$ cat src/rtl/interval_timer.sv
module interval_timer (
  input  logic       clk,
  input  logic       rst_n,
  input  logic       bus_sel,
  input  logic       bus_wr,
  input  logic [2:0] bus_addr,
  input  logic [7:0] bus_wdata,
  output logic [7:0] bus_rdata,
  input  logic       clk66_sel,
  output logic       irq
);
  localparam int CW = 22;

  logic [CW-1:0] count_q, reload_q, snap_q;
  logic          run_q, ie_q, pend_q, phase_q;

  logic wr_en, rd_en, ctrl_wr, run_n, ie_n, start, active, adv, hit;
  logic [CW:0] nxt;

  assign wr_en   = bus_sel & bus_wr;
  assign rd_en   = bus_sel & ~bus_wr;
  assign ctrl_wr = wr_en && bus_addr == 3'd4;
  assign run_n   = ctrl_wr ? bus_wdata[0] : run_q;
  assign ie_n    = ctrl_wr ? bus_wdata[1] : ie_q;
  assign start   = run_n & ~run_q;
  assign active  = run_n & run_q;
  assign adv     = active & (~clk66_sel | phase_q);
  assign nxt     = {1'b0, count_q} + 1'b1;
  assign hit     = nxt >= {1'b0, reload_q};
  assign irq     = pend_q;

  function automatic logic [7:0] pack6(input logic [5:0] g);
    return {1'b0, g[5], 1'b0, g[4:0]};
  endfunction

  always_ff @(posedge clk) begin
    if (!rst_n) begin
      count_q  <= '0;
      reload_q <= '0;
      snap_q   <= '0;
      run_q    <= 1'b0;
      ie_q     <= 1'b0;
      pend_q   <= 1'b0;
      phase_q  <= 1'b0;
    end else begin
      run_q <= run_n;
      ie_q  <= ie_n;
      if (start) begin
        count_q <= '0;
        phase_q <= 1'b0;
      end else if (active) begin
        phase_q <= ~phase_q;
        if (adv) count_q <= hit ? '0 : nxt[CW-1:0];
      end
      if (!ie_n) pend_q <= 1'b0;
      else if (adv && hit) pend_q <= 1'b1;
      if (wr_en) begin
        case (bus_addr)
          3'd0: reload_q[7:0]   <= bus_wdata;
          3'd1: reload_q[15:8]  <= bus_wdata;
          3'd2: reload_q[21:16] <= bus_wdata[5:0];
          default: ;
        endcase
      end
      if (rd_en && bus_addr == 3'd0) snap_q <= count_q;
    end
  end

  always_comb begin
    case (bus_addr)
      3'd0:    bus_rdata = pack6(count_q[5:0]);
      3'd1:    bus_rdata = pack6(snap_q[11:6]);
      3'd2:    bus_rdata = pack6(snap_q[17:12]);
      3'd3:    bus_rdata = {4'b0, snap_q[21:18]};
      3'd4:    bus_rdata = {6'b0, ie_q, run_q};
      default: bus_rdata = 8'h00;
    endcase
  end
endmodule


$ cat config.mk
export PLATFORM = sky130hd
export DESIGN_NAME = interval_timer
export DESIGN_NICKNAME = d
export VERILOG_FILES = /design/src/rtl/interval_timer.sv
export SDC_FILE = /design/constraint.sdc
export NUM_CORES = 1
export LEC_CHECK = 0
export ABC_AREA = 1
export BUFFER_PORTS_ARGS = -buffer_cell sky130_fd_sc_hd__buf_2
export CORE_MARGIN = 2
export CORE_UTILIZATION = 58
export CTS_BUF_LIST = sky130_fd_sc_hd__clkbuf_4
export CTS_CLUSTER_DIAMETER = 120
export DETAILED_ROUTE_END_ITERATION = 8
export GPL_ROUTABILITY_DRIVEN = 0
export PLACE_DENSITY = 0.78
export SKIP_LAST_GASP = 1
export SLEW_MARGIN = 20
export SYNTH_ARGS = -nofsm -noshare
export SYNTH_HDL_FRONTEND = slang
export SYNTH_SLANG_ARGS = --single-unit
$ cat constraint.sdc
create_clock -name clk -period 2.9 [get_ports clk]
set_input_delay 0.725 -clock clk [delete_from_list [all_inputs] [get_ports clk]]
set_output_delay 0.725 -clock clk [all_outputs]
set_load 0.01 [all_outputs]
==> impl_metrics.py <==
metrics = {
    "clock_network": {
        "cts-root-buf": "clkbuf_4",
        "insertion_delay_ns": 0.42,
        "htree_levels": 3,
        "cts_buffers": 9,
        "path_clk_slew_ns": 0.11,
        "numClockSinks": 64,
        "cts_buffer_depth": 2,
        "cts_tree": "done",
    },
    "critical_path": {
        "start_kind": "flip-flop",
        "rr_endpoint": "count_q[8]",
        "crit_path_max_fanout": 7,
        "r2r_slack_ns": 0.09,
        "critPathKind": "reg -> reg",
        "crit_start": "count_q[1]",
        "arrival_ns": 3.11,
        "cp_data_required_time_ns": 3.20,
        "r2r-start": "count_q[1]",
        "worstSetupEndpointType": "flip-flop",
        "ff2ff_path_depth": 21,
    },
    "synth": {
        "yosys-top-cells-area": "dfxtp_1, nand2_1, inv_1, ha_1, nor2_4",
        "yosysUniqueCellTypes": 34,
        "synth.avg_cell_area_um2": 7.231,
        "yosysWarningCount": 0,
        "ys_seq_area_share_pct": 33.12,
        "synth_flop_cell": "dfxtp_1",
        "synth_seq_cells": 64,
        "synth_top_area_share_pct": 33.12,
        "synth_area_um2": 3869,
        "syn-instance-count": 535,
        "yosysTopAreaCell": "dfxtp_1",
        "synth_edf_count": 0,
        "async_flop_share_pct": 0,
    },
    "global_route": {
        "grt_max_degree": 37,
        "antenna_found_initial": 0,
        "grt_overflow": 0,
        "grt_pass1_vias": 3196,
        "grt_first_pass_wirelength_mm": 14.97,
        "track_usage_pct": 26.41,
    },
    "worst_hold_path": {
        "hold_class": "reg -> reg",
        "whs_path_depth": 2,
        "min_to": "reload_q[3]",
        "holdCritStartpoint": "reload_q[3]",
    },
    "final_layout": {
        "final_cell_mix": "nand2_1, inv_1, nor2_1",
        "final_layout_size_suffix_gt1_share_pct": 20.97,
        "fillerInstances": 520,
        "instances_no_fill": 654,
        "syn_to_final_growth_pct": 13.97,
        "final_area_um2": 4409,
        "antenna_cells": 0,
        "final_common_cell": "nand2_1",
        "nets": 612,
        "fin_util_pct": 69.04,
    },
    "floorplanning": {
        "die-width_um": 85.67,
        "initial_core_util_pct": 60.58,
        "dieArea_um2": 7339,
        "design.core.area_um2": 6386,
        "die_y_um": 85.67,
        "ios": 25,
        "row_count": 29,
    },
    "pwr": {
        "power_w": 0.001635,
        "power_density_nw_per_um2": 370.9,
        "peakVddDrop_uv": 400.0,
        "leakage_nw": 1.993,
    },
    "route": {
        "antenna_left": 0,
        "vias": 3508,
        "wire_per_inst_um": 14.70,
        "routed_wl_mm": 9.611,
        "dr.pass1.iters": 5,
        "drcViolationCount": 0,
        "via_per_inst": 5.364,
        "drtIter0Drc": 244,
    },
    "sta": {
        "finalCritPeriodShare_pct": 97.04,
        "whs_ns": 0.4721,
        "slew_viol_final": 0,
        "fin_crit_ns": 2.814,
        "hold_viol_final": 0,
        "max_freq_mhz": 355.3,
        "skew_ns": 0.01933,
        "setup_viol": 0,
        "slew_headroom_pct": 66.08,
        "tightest_slew_ns": 0.5061,
    },
    "placed_design": {
        "placed_area_um2": 4095,
        "dp.cells": 632,
        "dp_hpwl_mm": 7.226,
        "port_buffers": 22,
    },
    "run": {
        "drv_cap": 0,
    },
    "run_status": {
        "outcome": "completed",
    },
}
routing by layer:
metal	GRT usage, %	routed length [µm]	share of wire (%)
met1	33.87	4273	44
met2	43.96	4358	45
met5	0	0	0
met4	9.235	371	3.9
met3	5.775	608	6.3
state kept, by name, indices dropped and copies added, names as in the netlist:
register / flops
count_q: 22
ie_q: 1
irq: 1
phase_q: 1
reload_q: 22
run_q: 1
snap_q: 16
synthesized netlist by cell type (5+ instances only):
library cell  instances
nand3_1              16
xnor2_1               5
ha_1                 23
a21oi_1              41
xor2_1               12
dfxtp_1              64
nor2_1               58
mux2i_1               9
nand2_2               5
o21ai_0              46
nand2_1              98
nand4_1               7
nor2_4               21
inv_1                79
nor2_2                7
clkbuf_1              8
cells by family (layout without fill, tap and decap cells):
family,Yosys count,after routing,share of synthesized area [%]
adder cells (fa/ha/maj),23,23,7.439
buffers and inverters,98,139,10.80
AND/OR/NAND/NOR,228,228,29.62
XOR/XNOR,17,17,3.849
multiplexers,9,9,2.329
flip-flops,64,64,33.12
other,1,2,0.09693
AO/OA/AOI/OAI,95,95,12.74
worst max-delay path by stage:
stage               slack (ns)     endpoint
floorplan                 0.45   count_q[7]
global placement          0.03  count_q[11]
detailed placement        0.05   count_q[6]
CTS                       0.04  count_q[11]
global route            -0.008   count_q[7]
finish                    0.09   count_q[8]
metrics by stage:
stage                     TNS [ns]  setup WS [ns]
after floorplan                  0         0.4454
after global placement           0        0.03336
after detailed placement         0        0.04972
after CTS                        0        0.03762
after global routing      -0.02211      -0.008274
final                            0        0.08582
repair_timing:
action,CTS,global route
pin swaps,0,5
setup endpoints to repair,4,22
hold buffers,0,0
endpoints found under the hold margin,0,0
setup buffers,0,5
resized for setup,1,30
gates cloned,0,2
worst max-delay path: stages (launching register included):
cell and delay (ns):
dfxtp_4 0.38, ha_2 0.18, nand2_2 0.09, inv_4 0.10
nand2_4 0.07, inv_1 0.05, nand4_1 0.16, xor2_2 0.26
inv_1 0.08, ha_1 0.29, inv_1 0.05, nor2_2 0.11
nand2_1 0.06, nor2_1 0.11, nand2_1 0.06, nand2_1 0.05
nand2_1 0.04, nand3_1 0.09, nand2_2 0.10, nand2_8 0.14
clkbuf_16 0.17, nor2_4 0.03
area by class of cell:
cell class / count / area (µm²) / area share [%]
Multi-Input combinational cell: 374 / 2252 / 51.08
Sequential cell: 64 / 1297 / 29.43
Timing Repair Buffer: 43 / 327.8 / 7.435
Inverter: 81 / 306.5 / 6.952
Tap cell: 77 / 96.34 / 2.185
Clock buffer: 9 / 67.56 / 1.532
Clock inverter: 6 / 61.31 / 1.390
report_power, final:
group          internal, W  leakage (nW)  switching [W]
combinational    0.0000557          1.41      0.0000910
clock             0.000254        0.0631       0.000340
sequential        0.000890         0.523     0.00000472
total              0.00120          1.99       0.000436
No activity file was read; power rests on OpenSTA's default activity.
